--- config.mk ---
export PLATFORM = sky130hd
export DESIGN_NAME = rst_seq_ctrl
export DESIGN_NICKNAME = d
export VERILOG_FILES = /design/src/rtl/rst_seq_pkg.sv /design/src/rtl/rst_src_arb.sv /design/src/rtl/rst_flow_seq.sv /design/src/rtl/rst_sts_reg.sv /design/src/rtl/rst_seq_ctrl.sv
export SDC_FILE = /design/constraint.sdc
export NUM_CORES = 1
export LEC_CHECK = 0
export BUFFER_PORTS_ARGS = -buffer_cell sky130_fd_sc_hd__buf_2
export CAP_MARGIN = 20
export CORE_AREA = 8 8 70 72
export CTS_BUF_LIST = sky130_fd_sc_hd__clkbuf_2 sky130_fd_sc_hd__clkbuf_4 sky130_fd_sc_hd__clkbuf_8
export DETAILED_ROUTE_END_ITERATION = 6
export DIE_AREA = 0 0 78 80
export PLACE_DENSITY_LB_ADDON = 0.1
export RECOVER_POWER = 50
export SYNTH_ARGS = -nofsm -noshare
export SYNTH_HDL_FRONTEND = slang
export SYNTH_SLANG_ARGS = --single-unit
--- constraint.sdc ---
create_clock -name clk -period 1.75 [get_ports clk]
set_input_delay 0.0875 -clock clk [delete_from_list [all_inputs] [get_ports clk]]
set_output_delay 0.0875 -clock clk [all_outputs]
set_load 0.005 [all_outputs]
--- src/rtl/rst_seq_pkg.sv ---
package rst_seq_pkg;

  typedef enum logic [1:0] {
    CLS_NONE = 2'd0,
    CLS_SOFT = 2'd1,
    CLS_HARD = 2'd2,
    CLS_POR  = 2'd3
  } rst_cls_e;

  typedef enum logic [1:0] {
    PH_IDLE      = 2'd0,
    PH_HOLD_HARD = 2'd1,
    PH_GAP       = 2'd2,
    PH_HOLD_SOFT = 2'd3
  } rst_ph_e;

  localparam int SRC_N    = 6;
  localparam int SRC_POR  = 0;
  localparam int SRC_HPIN = 1;
  localparam int SRC_SPIN = 2;
  localparam int SRC_WDOG = 3;
  localparam int SRC_BMON = 4;
  localparam int SRC_HOST = 5;

endpackage

--- src/rtl/rst_src_arb.sv ---
module rst_src_arb
  import rst_seq_pkg::*;
(
  input  rst_cls_e             cur_cls,
  input  logic                 hard_driving,
  input  logic                 hard_sense,
  input  logic                 soft_sense,
  input  logic                 wdog_zero,
  input  logic                 wdog_en,
  input  logic                 bmon_zero,
  input  logic                 bmon_en,
  input  logic                 host_cmd,
  output logic                 req_valid,
  output rst_cls_e             req_cls,
  output logic [SRC_N-1:0]     req_src
);

  logic [SRC_N-1:0] hard_vec;
  logic [SRC_N-1:0] soft_vec;

  always_comb begin
    hard_vec = '0;
    soft_vec = '0;
    // own drive on the line is not an outside request
    hard_vec[SRC_HPIN] = hard_sense && !hard_driving;
    hard_vec[SRC_WDOG] = wdog_zero && wdog_en;
    hard_vec[SRC_BMON] = bmon_zero && bmon_en;
    soft_vec[SRC_SPIN] = soft_sense;
    soft_vec[SRC_HOST] = host_cmd;

    req_valid = 1'b0;
    req_cls   = CLS_NONE;
    req_src   = '0;
    if ((cur_cls == CLS_NONE || cur_cls == CLS_SOFT) && (|hard_vec)) begin
      req_valid = 1'b1;
      req_cls   = CLS_HARD;
      req_src   = hard_vec;
    end else if (cur_cls == CLS_NONE && (|soft_vec)) begin
      req_valid = 1'b1;
      req_cls   = CLS_SOFT;
      req_src   = soft_vec;
    end
  end

endmodule

--- src/rtl/rst_flow_seq.sv ---
module rst_flow_seq
  import rst_seq_pkg::*;
#(
  parameter int HARD_CYC = 16,
  parameter int SOFT_CYC = 8,
  parameter int GAP_CYC  = 4
) (
  input  logic     clk,
  input  logic     por,
  input  logic     start,
  input  rst_cls_e start_cls,
  output rst_cls_e cls_o,
  output logic     hard_o,
  output logic     soft_o,
  output logic     core_o,
  output logic     smp_hard_o,
  output logic     smp_por_o
);

  localparam int MAXC = (HARD_CYC > SOFT_CYC)
                      ? ((HARD_CYC > GAP_CYC) ? HARD_CYC : GAP_CYC)
                      : ((SOFT_CYC > GAP_CYC) ? SOFT_CYC : GAP_CYC);
  localparam int CW = $clog2(MAXC + 1);
  localparam logic [CW-1:0] HARD_LAST = CW'(HARD_CYC - 1);
  localparam logic [CW-1:0] SOFT_LAST = CW'(SOFT_CYC - 1);
  localparam logic [CW-1:0] GAP_LAST  = CW'(GAP_CYC - 1);

  rst_cls_e       cls_q, cls_d;
  rst_ph_e        ph_q, ph_d;
  logic [CW-1:0]  cnt_q, cnt_d;
  logic           first_hold;

  always_comb begin
    cls_d = cls_q;
    ph_d  = ph_q;
    cnt_d = cnt_q;
    unique case (ph_q)
      PH_HOLD_HARD: begin
        if (cnt_q == HARD_LAST) begin
          ph_d  = PH_GAP;
          cnt_d = '0;
        end else begin
          cnt_d = cnt_q + 1'b1;
        end
      end
      PH_GAP: begin
        if (cnt_q == GAP_LAST) begin
          ph_d  = PH_IDLE;
          cls_d = CLS_NONE;
          cnt_d = '0;
        end else begin
          cnt_d = cnt_q + 1'b1;
        end
      end
      PH_HOLD_SOFT: begin
        if (cnt_q == SOFT_LAST) begin
          ph_d  = PH_IDLE;
          cls_d = CLS_NONE;
          cnt_d = '0;
        end else begin
          cnt_d = cnt_q + 1'b1;
        end
      end
      default: ;
    endcase
    if (start) begin
      cnt_d = '0;
      cls_d = start_cls;
      ph_d  = (start_cls == CLS_SOFT) ? PH_HOLD_SOFT : PH_HOLD_HARD;
    end
  end

  assign first_hold = (ph_q == PH_HOLD_HARD) && (cnt_q == '0);

  always_ff @(posedge clk) begin
    if (por) begin
      cls_q      <= CLS_POR;
      ph_q       <= PH_HOLD_HARD;
      cnt_q      <= '0;
      hard_o     <= 1'b1;
      soft_o     <= 1'b1;
      core_o     <= 1'b1;
      smp_hard_o <= 1'b0;
      smp_por_o  <= 1'b0;
    end else begin
      cls_q      <= cls_d;
      ph_q       <= ph_d;
      cnt_q      <= cnt_d;
      hard_o     <= (ph_d == PH_HOLD_HARD);
      soft_o     <= (ph_d != PH_IDLE);
      core_o     <= (ph_d != PH_IDLE);
      smp_hard_o <= first_hold && (cls_q != CLS_SOFT);
      smp_por_o  <= first_hold && (cls_q == CLS_POR);
    end
  end

  assign cls_o = cls_q;

endmodule

--- src/rtl/rst_sts_reg.sv ---
module rst_sts_reg
  import rst_seq_pkg::*;
(
  input  logic             clk,
  input  logic             por,
  input  logic [SRC_N-1:0] set_vec,
  input  logic             clr_we,
  input  logic [SRC_N-1:0] clr_mask,
  output logic [SRC_N-1:0] sts
);

  for (genvar i = 0; i < SRC_N; i++) begin : g_bit
    always_ff @(posedge clk) begin
      if (por) begin
        sts[i] <= (i == SRC_POR);
      end else if (set_vec[i]) begin
        sts[i] <= 1'b1;
      end else if (clr_we && clr_mask[i]) begin
        sts[i] <= 1'b0;
      end
    end
  end

endmodule

--- src/rtl/rst_seq_ctrl.sv ---
module rst_seq_ctrl
  import rst_seq_pkg::*;
#(
  parameter int HARD_CYC = 16,
  parameter int SOFT_CYC = 8,
  parameter int GAP_CYC  = 4
) (
  input  logic             clk,
  input  logic             por,
  input  logic             hard_sense,
  input  logic             soft_sense,
  input  logic             wdog_zero,
  input  logic             wdog_en,
  input  logic             bmon_zero,
  input  logic             bmon_en,
  input  logic             host_rst_cmd,
  input  logic             sts_clr_we,
  input  logic [SRC_N-1:0] sts_clr_mask,
  output logic             hard_drive_en,
  output logic             soft_drive_en,
  output logic             core_rst,
  output logic             cfg_hard_sample,
  output logic             cfg_por_sample,
  output logic [SRC_N-1:0] rst_status
);

  rst_cls_e         cur_cls;
  rst_cls_e         req_cls;
  logic             req_valid;
  logic [SRC_N-1:0] req_src;

  rst_src_arb u_arb (
    .cur_cls      (cur_cls),
    .hard_driving (hard_drive_en),
    .hard_sense   (hard_sense),
    .soft_sense   (soft_sense),
    .wdog_zero    (wdog_zero),
    .wdog_en      (wdog_en),
    .bmon_zero    (bmon_zero),
    .bmon_en      (bmon_en),
    .host_cmd     (host_rst_cmd),
    .req_valid    (req_valid),
    .req_cls      (req_cls),
    .req_src      (req_src)
  );

  rst_flow_seq #(
    .HARD_CYC (HARD_CYC),
    .SOFT_CYC (SOFT_CYC),
    .GAP_CYC  (GAP_CYC)
  ) u_seq (
    .clk        (clk),
    .por        (por),
    .start      (req_valid),
    .start_cls  (req_cls),
    .cls_o      (cur_cls),
    .hard_o     (hard_drive_en),
    .soft_o     (soft_drive_en),
    .core_o     (core_rst),
    .smp_hard_o (cfg_hard_sample),
    .smp_por_o  (cfg_por_sample)
  );

  rst_sts_reg u_sts (
    .clk      (clk),
    .por      (por),
    .set_vec  (req_src),
    .clr_we   (sts_clr_we),
    .clr_mask (sts_clr_mask),
    .sts      (rst_status)
  );

endmodule

**Yosys cells after proc, flatten, opt, wreduce, memory -nomap -nowiden**

Cells that the tools add are included.

- Bits of input ports: 16
- Bits in registers: 19

- Reductions and logical operators: 31
- Equality and inequality tests: 13
- Multiplexer cells: 30
- $add $sub $neg: 1

Operators with widths:

| operator | count |
|---|---|
| $mux W2 | 9 |
| $mux W5 | 3 |
| $pmux W5 S3 | 1 |
| $logic_and A1 B1 Y1 | 14 |
| $mux W1 | 13 |
| $mux W6 | 2 |
| $reduce_bool A2 Y1 | 6 |
| $eq A2 B1 Y1 const B | 4 |
| $eq A2 B2 Y1 const B | 3 |
| $ne A3 B2 Y1 const B | 2 |
| $pmux W2 S3 | 1 |
| $reduce_bool A3 Y1 | 2 |
| $reduce_or A2 Y1 | 3 |
| $add A5 B1 Y5 const B | 1 |
| $eq A5 B2 Y1 const B | 1 |
| $eq A5 B3 Y1 const B | 1 |
| $eq A5 B4 Y1 const B | 1 |
| $logic_not A5 Y1 | 1 |
| $pmux W2 S2 | 1 |
| $reduce_and A3 Y1 | 1 |
| $reduce_or A3 Y1 | 1 |
| $logic_not A2 Y1 | 1 |
| $ne A2 B1 Y1 const B | 1 |
| $logic_not A1 Y1 | 1 |
| $logic_or A1 B1 Y1 | 1 |

**Longest topological paths before layout**

Gate-level depths: netlist (run 1).

- Depth in word-level cells: 9
- Mapped depth: 8
- Mapped depth without buffers: 8

**Hierarchy**

A second synthesis (run 1) with hierarchy kept.

- Cell total of the unflattened synthesis: 122
- Area, all modules: 969.7 um2

Modules (own cells, without submodules):

| module | instances | seq. area each (um2) | cells an instance | area each (um2) |
|---|---|---|---|---|
| rst_flow_seq | 1 | 260.2 | 82 | 659.4 |
| rst_sts_reg | 1 | 120.1 | 23 | 214.0 |
| rst_src_arb | 1 | 0.0 | 17 | 96.3 |

**Worst setup path before layout (run 1)**

No wires, ideal clock.

- Path type: reg2reg
- Start: register u_seq.cnt_q[1]
- End: register u_seq.soft_o
- Setup time: 0.114 ns
- Data required time: 1.636 ns
- Stages on the path, launching flop included: 9
- Period minus slack after synthesis: 1.794 ns
- Setup slack: -0.044 ns
- Path buffers: 0
- Arrival: 1.680 ns
- Cells stage by stage: dfxtp_1 ha_1 nand2_1 nor2_1 ha_1 nand2b_1 and2_1 a2111o_1 a21o_1

- Word-level cells in the longest chain between the ends: 5
- Elaborated cells between the ends (all ways): 9

Ends and longest elaborated chain:

| element | line | source |
|---|---|---|
| from (decl) | rst_flow_seq.sv:30 | `logic [CW-1:0] cnt_q, cnt_d;` |
| from (signal assigned) | rst_flow_seq.sv:88 | `cnt_q <= cnt_d;` |
| $eq A5 B3 Y1 (tied with other cells) | rst_flow_seq.sv:56 | `if (cnt_q == SOFT_LAST) begin` |
| $mux W2, on equally long branches | rst_flow_seq.sv:56, rst_flow_seq.sv:39, rst_flow_seq.sv:47 |  |
| $pmux W2 S3 * | rst_flow_seq.sv:37 | `unique case (ph_q)` |
| $mux W2 * | rst_flow_seq.sv:66 | `if (start) begin` |
| $reduce_bool A2 Y1 * | rst_flow_seq.sv:90 | `soft_o <= (ph_d != PH_IDLE);` |
| to (signal assigned) | rst_flow_seq.sv:90 |  |
| to (decl) | rst_flow_seq.sv:14 | `output logic soft_o,` |

Every way passes the cells marked *; elsewhere a longest branch is shown, timed or not.
A chain may end at the register's enable or synchronous reset.

**Final worst setup path (run 1)**

- Start: register u_seq.cnt_q[0]
- End: register u_seq.cnt_q[3]

- Word-level cells in the longest chain between the ends: 3
- Elaborated cells between the ends (all ways): 8

Ends and longest elaborated chain:

| element | line |
|---|---|
| $add A5 B1 Y5 (tied with other cells) | rst_flow_seq.sv:43, rst_flow_seq.sv:52, rst_flow_seq.sv:61 |
| $mux W5, on equally long branches | rst_flow_seq.sv:56, rst_flow_seq.sv:39, rst_flow_seq.sv:47 |
| $pmux W5 S3 * | rst_flow_seq.sv:37 |

Marks and branches as above.

==> impl_metrics.csv, run 1 <==
group,metric,value,unit
placed_design,placed_area,1150,µm²
routing,drtIter0Drc,42,
global_routing,grt_first_pass_wirelength,4.21,mm
clock_tree,clkTransAtPathRegs,0.08,ns
placed_design,gp_routability_congestion,0.853,
critical_path,startpoint_type,"flop",
placed_design,dp_slack,-0.0417,ns
sta,worst_slew_pin_slew,0.348,ns
sta,fin_ws,0.0223,ns
sta,setup_viol,0,
sta,rsz0062_at_grt,"yes",
routing,antenna_left,0,
clock_tree,numCtsBuffers,3,
critical_path,cp_max_fo,4,
layout,mostFrequentLayoutCell,"buf_2",
global_routing,globalRoute.totalOverflow,0,
routing,finalWirelength,2.64,mm
layout,areaGrowthSynthToFinish,40.3,%
routing,vias_per_cell,4.45,
floorplan,core-area,3860,µm²
yosys,yosysWarnings,0,
routing,wl_per_cell,13.1,µm
layout,n_antenna_cell,0,
critical_path,crit_path_end_kind,"flop",
global_routing,grt_max_degree,13,
floorplan,rows,23,
clock_tree,clock_sinks,19,
routing,first_pass_iters,4,
sta,maxSlewHeadroom,76.7,%
placed_design,dp_cells,190,
routing,via_count,898,
clock_tree,cts_root_buffer,"clkbuf_8",
sta,min_period,1.73,ns
clock_tree,cts_tree,"done",
layout,drive_above_1_share,31.6,%
yosys,synth_seq_cells,19,
sta,fmax,579,MHz
floorplan,io_pins,27,
layout,final_cell_mix,"buf_2 (19), dfxtp_1 (17), nor2_1 (16)",
global_routing,grt_use_total,8.27,%
sta,whs,0.0999,ns
clock_tree,ctsLongestPathBuffers,2,
placed_design,hpwl,1.91,mm
yosys,synth_area_per_cell,8.23,µm²
sta,fin_skew,0.00436,ns
layout,nets,173,
floorplan,die_h,80,µm
yosys,synth_edf_count,0,
layout,fin_cells,202,
clock_tree,cts_max_level,1,
yosys,synth_ff_type,"dfxtp_1",
critical_path,required,1.89,ns
worst_hold_path,min_path_type,"in2reg",
yosys,synth.cell_area,913,µm²
layout,final_area,1280,µm²
sta,finalHoldViolCount,0,
global_routing,grt_pass1_vias,934,
yosys,async_flop_share,0,%
power,p_leak,0.000541,µW
yosys,syn_inst,111,
yosys,yosysUniqueCellTypes,34,
run_status,status,"finished, final reports clean",
sta,finalCritPeriodShare,98.7,%
sta,report.final.slew_viol_count,0,
clock_tree,clkLatencyLatePin,0.26,ns
floorplan,die_x,78,µm
critical_path,crit_type,"reg2reg",
power,peakVddDrop,0.460,mV
routing,drc,0,
yosys,syn_nets,131,
sta,fin_tns_setup,0,ns
floorplan,die_area,6240,µm²
critical_path,critPathArrivalTime,1.87,ns
placed_design,portBuffers,26,
global_routing,antenna_found_initial,0,
power,power.density,666,nW/µm²
yosys,yosysSeqAreaShare,41.6,%
flow_run,drv_cap,0,
floorplan,start_util,23.7,%
## cells in the mapped netlist, drive strengths merged (3+ instances only)
cell type,number,area share [%]
or3b,3,3.2
nand2b,4,2.7
dfxtp,19,42
nand2,13,5.3
nand4,3,2.1
inv,7,2.9
nor2,17,7.0
buf,3,1.9
o21ai,5,2.7
ha,4,5.5
a21oi,8,4.4
## sequential cells by signal, summed over array words and instances, names as in the netlist
name and cells:
u_seq.smp_por_o 1, u_seq.hard_o 1, u_sts.sts 6, u_seq.soft_o 1
u_seq.ph_q 2, u_seq.smp_hard_o 1, u_seq.cls_o 2, u_seq.cnt_q 5
## power breakdown
part / switching [µW] / internal (µW)
clock network: 160 / 158
logic: 41.6 / 41.2
registers: 6.86 / 446
total: 208 / 645
## layer usage
metal	GRT usage (%)	up-vias	share of wire, %
met3	2.03	4	2.2
met5	0	-	0
li1	-	462	-
met2	14.5	14	51
met1	9.62	418	46
met4	2.78	0	1.2
## layout make-up
class / count / area [µm²]
fillers: 431 / 2570
multi-input cells: 81 / 526
flip-flops and latches: 19 / 383
repair buffers: 41 / 238
well taps: 50 / 62.6
clock buffers: 3 / 41.3
inverters: 7 / 26.3
clock inverters: 1 / 5.00
## worst max-delay path, stage by stage, from the launching register on
cell,delay (ns)
dfxtp_2,0.36
ha_4,0.14
buf_4,0.10
or3b_1,0.35
or3b_4,0.41
or3b_1,0.19
a211oi_2,0.06
## path summary, 6_finish.rpt
kind                     to  depth (start not counted)  slack (ns)       startpoint
min reg2reg    u_sts.sts[0]                          1        0.46     u_sts.sts[0]
max reg2reg  u_seq.cnt_q[3]                          6        0.02   u_seq.cnt_q[0]
min            u_sts.sts[0]                          3         0.1  sts_clr_mask[0]
max          u_seq.cnt_q[3]                          6        0.02   u_seq.cnt_q[0]
## cells by family (layout without fill, tap and decap cells)
kind of cell    after synthesis  count (layout)  synth area share (%)
xor+xnor                      1               1                 0.959
compound gates               27              27                  20.1
buf+inv                      11              52                  5.21
fa+ha+maj                     4               4                  5.48
mux                           1               1                  1.10
simple gates                 48              48                  25.5
flops                        19              19                  41.6
## metrics by stage
stage	utilization (%)	total power, µW
4_1_cts	32.8	867
3_5_place_dp	29.9	547
3_3_place_gp	29.9	546
6_report	33.2	853
5_1_grt	33.2	892
2_1_floorplan	-	500
## timing repair
action,in CTS,in global routing
gates resized for setup,2,5
pin swaps,5,3
hold buffers,0,0
endpoints found under the setup margin,2,7
setup buffers,8,0
cloned,0,0
Note: power is estimated with default switching activity, not from simulation.
==> run 2, diff against run 1 <==
Settings changed: CELL_PAD_IN_SITES_DETAIL_PLACEMENT from default to 1, CELL_PAD_IN_SITES_GLOBAL_PLACEMENT from default to 1.
==> run 2 against run 1 <==
  * Sequential power about the same
  * Sequential cell count unchanged
  * Worst hold slack about the same
  * Final area decreased by 0.49%
  * Setup slack got worse by 0.017 ns
  * Final cell count decreased by 0.99%
  * Clock-buffer cell count unchanged
  * Die area unchanged
  * Clock skew increased by 0.0026 ns
==> impl_metrics.csv, run 2 (synthesis results as in run 1) <==
group,metric,value,unit
critical_path,path_buf_inv,0,
floorplan,die_h,80,µm
critical_path,rr_endpoint,"u_seq.hard_o",
layout,areaGrowthSynthToFinish,39.6,%
floorplan,die_x,78,µm
clock_tree,cts_tree,"done",
run_status,status,"finished, final reports clean",
sta,finalCritPeriodShare,99.7,%
global_routing,grt_pass1_vias,1017,
floorplan,rows,23,
critical_path,crit_type,"reg2reg",
routing,via_count,907,
power,peakVddDrop,0.288,mV
critical_path,crit_chain,"ha_4 > nand2_4 > nor2_4 > ha_4 > nand2b_4 > and2_4 > a2111o_1 > a21boi_2",
routing,vias_per_cell,4.54,
critical_path,regToRegStartpoint,"u_seq.cnt_q[1]",
clock_tree,numCtsBuffers,3,
global_routing,antenna_found_initial,0,
clock_tree,clock_sinks,19,
sta,report.final.slew_viol_count,0,
layout,fillers,499,
worst_hold_path,hold_depth,3,
sta,rsz0062_at_grt,"yes",
routing,antenna_left,0,
layout,fin_cells,200,
global_routing,globalRoute.totalOverflow,0,
placed_design,gp_routability_congestion,0.835,
routing,drc,0,
floorplan,io_pins,27,
critical_path,r2r_setup_slack,0.006,ns
routing,wl_per_cell,14.8,µm
power,p_leak,0.000546,µW
floorplan,die_area,6240,µm²
sta,fin_tns_setup,0,ns
global_routing,grt_use_total,9.56,%
routing,drtIter0Drc,30,
sta,min_period,1.74,ns
layout,drive_above_1_share,31.3,%
clock_tree,cts_max_level,1,
critical_path,cpLargestDelayFamily,"compound AO/OA/AOI/OAI gates",
clock_tree,cts_root_buffer,"clkbuf_8",
clock_tree,clkLatencyLatePin,0.26,ns
critical_path,crit_slowest_cell,"a2111o_1",
critical_path,r2r_cells,8,
placed_design,portBuffers,26,
critical_path,critPathArrivalTime,1.90,ns
worst_hold_path,min_from,"sts_clr_mask[0]",
sta,fmax,573,MHz
critical_path,required,1.91,ns
critical_path,cpMostUsedCell,"ha_4",
global_routing,grt_max_degree,13,
worst_hold_path,hold_end,"u_sts.sts[0]",
floorplan,start_util,23.7,%
global_routing,grt_first_pass_wirelength,4.73,mm
floorplan,core-area,3860,µm²
layout,top_register,"u_sts.sts",
layout,reg_top3,"u_sts.sts (6), u_seq.cnt_q (5)",
clock_tree,ctsHoldBuffers,0,
flow_run,drv_cap,0,
layout,n_antenna_cell,0,
critical_path,crit_path_end_kind,"flop",
critical_path,crit_path_max_incr_delay,0.39,ns
layout,mostFrequentLayoutCell,"buf_2",
placed_design,hpwl,2.21,mm
routing,finalWirelength,2.97,mm
clock_tree,clkTransAtPathRegs,0.08,ns
critical_path,startpoint_type,"flop",
sta,setup_viol,0,
critical_path,cp_max_fo,3,
sta,worst_slew_pin_slew,0.354,ns
routing,first_pass_iters,4,
sta,fin_skew,0.00699,ns
worst_hold_path,min_path_type,"in2reg",
layout,final_cell_mix,"buf_2 (18), dfxtp_1 (17), nor2_1 (16)",
clock_tree,ctsLongestPathBuffers,2,
layout,largest_reg_flops,6,
layout,nets,171,
sta,maxSlewHeadroom,76.3,%
placed_design,dp_cells,189,
power,power.density,676,nW/µm²
sta,finalHoldViolCount,0,
run 2: layer usage:
layer	vias up	wire, µm	track usage, %	share of wire [%]
met1	418	1340	10.9	45
met5	-	0	0	0
li1	459	-	-	-
met4	0	54	5.00	1.8
met2	25	1470	16.3	49
met3	5	107	2.25	3.6
run 2: timing repair:
action	CTS	global route
resized for setup	4	5
hold endpoints to repair	0	0
buffers inserted	4	3
endpoints found under the setup margin	2	4
pin swaps	6	7
run 2: worst max-delay path by stage:
stage | slack [ns] | to | cells past startpoint | from
finish | 0.006 | u_seq.hard_o | 8 | u_seq.cnt_q[1]
detailed placement | -0.06 | u_seq.hard_o | 8 | u_seq.cnt_q[1]
floorplan | 0.03 | u_seq.soft_o | 8 | u_seq.cnt_q[1]
CTS | -0.02 | u_seq.hard_o | 8 | u_seq.cnt_q[0]
global placement | -0.02 | u_seq.soft_o | 8 | u_seq.cnt_q[1]
global route | -0.06 | u_seq.hard_o | 8 | u_seq.cnt_q[1]
run 2: power by group:
group	leakage [µW]	total [µW]	switching, µW	internal (µW)
Clock	0.0000255	319	160	159
Combinational	0.000365	89.0	46.3	42.7
Sequential	0.000155	454	8.01	446
run 2: worst min-delay path: stages:
cell and delay, ns:
buf_2 0.09, nand2_1 0.05, a21o_1 0.10
run 2: area by class of cell:
class	count	area (µm²)	share of cell area, %
sequential	19	383	30.0
multi-input combinational	81	539	42.3
inverter	7	26.3	2.06
tap	50	62.6	4.91
clock buffer	3	41.3	3.24
timing repair buffer	39	218	17.1
clock inverter	1	5.00	0.393
run 2: through the flow:
stage          utilization [%]  cell area (µm²)  hold WS (ns)  setup WS [ns]  total power, µW
2_1_floorplan                -              931         0.226         0.0271              500
3_3_place_gp              29.8             1150         0.360        -0.0201              547
3_5_place_dp              29.8             1150         0.371        -0.0643              550
4_1_cts                   32.0             1230        0.0959        -0.0241              869
5_1_grt                   33.1             1270         0.129        -0.0608              901
6_report                  33.1             1270        0.0995        0.00560              862
==> run 3, diff against run 2 <==
Settings changed: CORE_AREA 8 8 70 72 to 8 8 55 91, DIE_AREA 0 0 78 80 to 0 0 63 99.
==> run 3 against run 2 <==
  * Sequential power about the same
  * Die area about the same
  * Setup slack improved by 0.012 ns
  * Utilization increased by 0.37 points
  * Final area decreased by 0.59%
  * Clock-buffer cell count increased by 1
  * Critical endpoint is now u_seq.cnt_q[3]
  * Highest routed layer unchanged
==> impl_metrics.csv, run 3 (synthesis results as in run 1) <==
group,metric,value,unit
run_status,status,"finished, final reports clean",
sta,finalCritPeriodShare,99.0,%
layout,utilization,33.4,%
power,seq_power_share,51.6,%
placed_design,dp_cells,189,
critical_path,required,1.90,ns
layout,drive_above_1_share,31.8,%
sta,fin_skew,0.00625,ns
critical_path,r2r_cells,5,
global_routing,grt_first_pass_wirelength,4.86,mm
global_routing,grt_max_degree,13,
placed_design,hpwl,2.35,mm
routing,first_pass_iters,3,
clock_tree,clkTransAtPathRegs,0.08,ns
critical_path,cp_max_fo,4,
global_routing,grt_pass1_vias,1067,
layout,final_cell_mix,"buf_2 (18), dfxtp_1 (17), nor2_1 (16)",
sta,worst_slew_pin_slew,0.401,ns
routing,drtIter0Drc,1,
floorplan,die_area,6240,µm²
routing,drc,0,
layout,fin_cells,199,
power,p_comb_share,10.4,%
layout,mostFrequentLayoutCell,"buf_2",
layout,areaGrowthSynthToFinish,38.8,%
power,total_power,879,µW
clock_tree,ctsHoldBuffers,0,
floorplan,start_util,24.1,%
routing,finalWirelength,2.93,mm
clock_tree,cts_root_buffer,"clkbuf_8",
worst_hold_path,hold_depth,3,
sta,maxSlewHeadroom,73.1,%
global_routing,antenna_found_initial,0,
clock_tree,clock_sinks,19,
critical_path,critPathArrivalTime,1.88,ns
clock_tree,ctsLongestPathBuffers,2,
floorplan,rows,30,
placed_design,gp_routability_congestion,0.851,
power,power.density,693,nW/µm²
sta,min_period,1.73,ns
layout,n_antenna_cell,0,
floorplan,die_x,63,µm
clock_tree,clkLatencyLatePin,0.26,ns
power,p_clk_share,37.9,%
power,p_leak,0.000543,µW
floorplan,core-area,3790,µm²
critical_path,crit_path_end_kind,"flop",
clock_tree,cts_tree,"done",
power,swShare,23.7,%
layout,nets,172,
power,switchingPower,209,µW
power,p_int,670,µW
floorplan,die_h,99,µm
sta,setup_viol,0,
routing,antenna_left,0,
sta,report.final.slew_viol_count,0,
critical_path,crit_type,"reg2reg",
layout,largest_reg_flops,6,
placed_design,placed_area,1160,µm²
sta,fmax,577,MHz
layout,reg_top3,"u_sts.sts (6), u_seq.cnt_q (5)",
layout,final_area,1270,µm²
power,peakVddDrop,0.275,mV
sta,rsz0062_at_grt,"yes",
sta,fin_tns_setup,0,ns
routing,vias_per_cell,4.69,
routing,via_count,934,
global_routing,grt_use_total,9.79,%
sta,finalHoldViolCount,0,
clock_tree,cts_max_level,1,
global_routing,globalRoute.totalOverflow,0,
clock_tree,numCtsBuffers,3,
worst_hold_path,min_path_type,"in2reg",
critical_path,startpoint_type,"flop",
floorplan,io_pins,27,
placed_design,portBuffers,26,
flow_run,drv_cap,0,
routing,wl_per_cell,14.7,µm
layout,top_register,"u_sts.sts",
[run 3: final timing paths]
check	from	end	slack, ns
max	u_seq.cnt_q[1]	u_seq.cnt_q[3]	0.02
min	sts_clr_mask[0]	u_sts.sts[0]	0.1
max reg2reg	u_seq.cnt_q[1]	u_seq.cnt_q[3]	0.02
min reg2reg	u_sts.sts[0]	u_sts.sts[0]	0.46
[run 3: metrics by stage]
stage / hold WS [ns] / setup slack, ns
after floorplan: 0.226 / 0.0271
after global placement: 0.359 / -0.0134
after detailed placement: 0.380 / -0.0558
after CTS: 0.0985 / 0.000826
after global routing: 0.127 / -0.0569
final: 0.0987 / 0.0177
[run 3: timing repair]
item                                    in CTS  in global routing
resized for setup                            3                  7
setup buffers                                5                  1
endpoints found under the setup margin       2                  4
pin swaps                                    8                  5
[run 3: final cells by class]
| type | count | area [µm²] |
|---|---|---|
| tap | 48 | 60.1 |
| clock buffer | 4 | 48.8 |
| fill | 471 | 2520 |
| timing repair buffer | 40 | 225 |
| multi-input combinational | 81 | 522 |
| inverter | 7 | 28.8 |
| sequential | 19 | 383 |
[run 3: critical path, stage by stage (launching register included)]
cell	delay (ns)
dfxtp_2	0.35
ha_4	0.16
or3b_1	0.39
or3b_4	0.41
or3b_4	0.25
a211oi_2	0.06
[run 3: power by group through the flow]
stage / clock [µW] / sequential [µW] / combinational (µW)
floorplan: 0 / 466 / 33.8
global placement: 0 / 462 / 82.5
detailed placement: 0 / 463 / 86.0
CTS: 346 / 453 / 93.5
global route: 358 / 454 / 103
finish: 333 / 454 / 91.8
[run 3: metal layers]
metal | vias up | track usage (%) | wire length, µm
li1 | 461 | - | -
met2 | 26 | 18.6 | 1630
met1 | 438 | 9.01 | 1090
met4 | 0 | 5.12 | 78
met3 | 9 | 2.84 | 138
met5 | - | 0 | 0
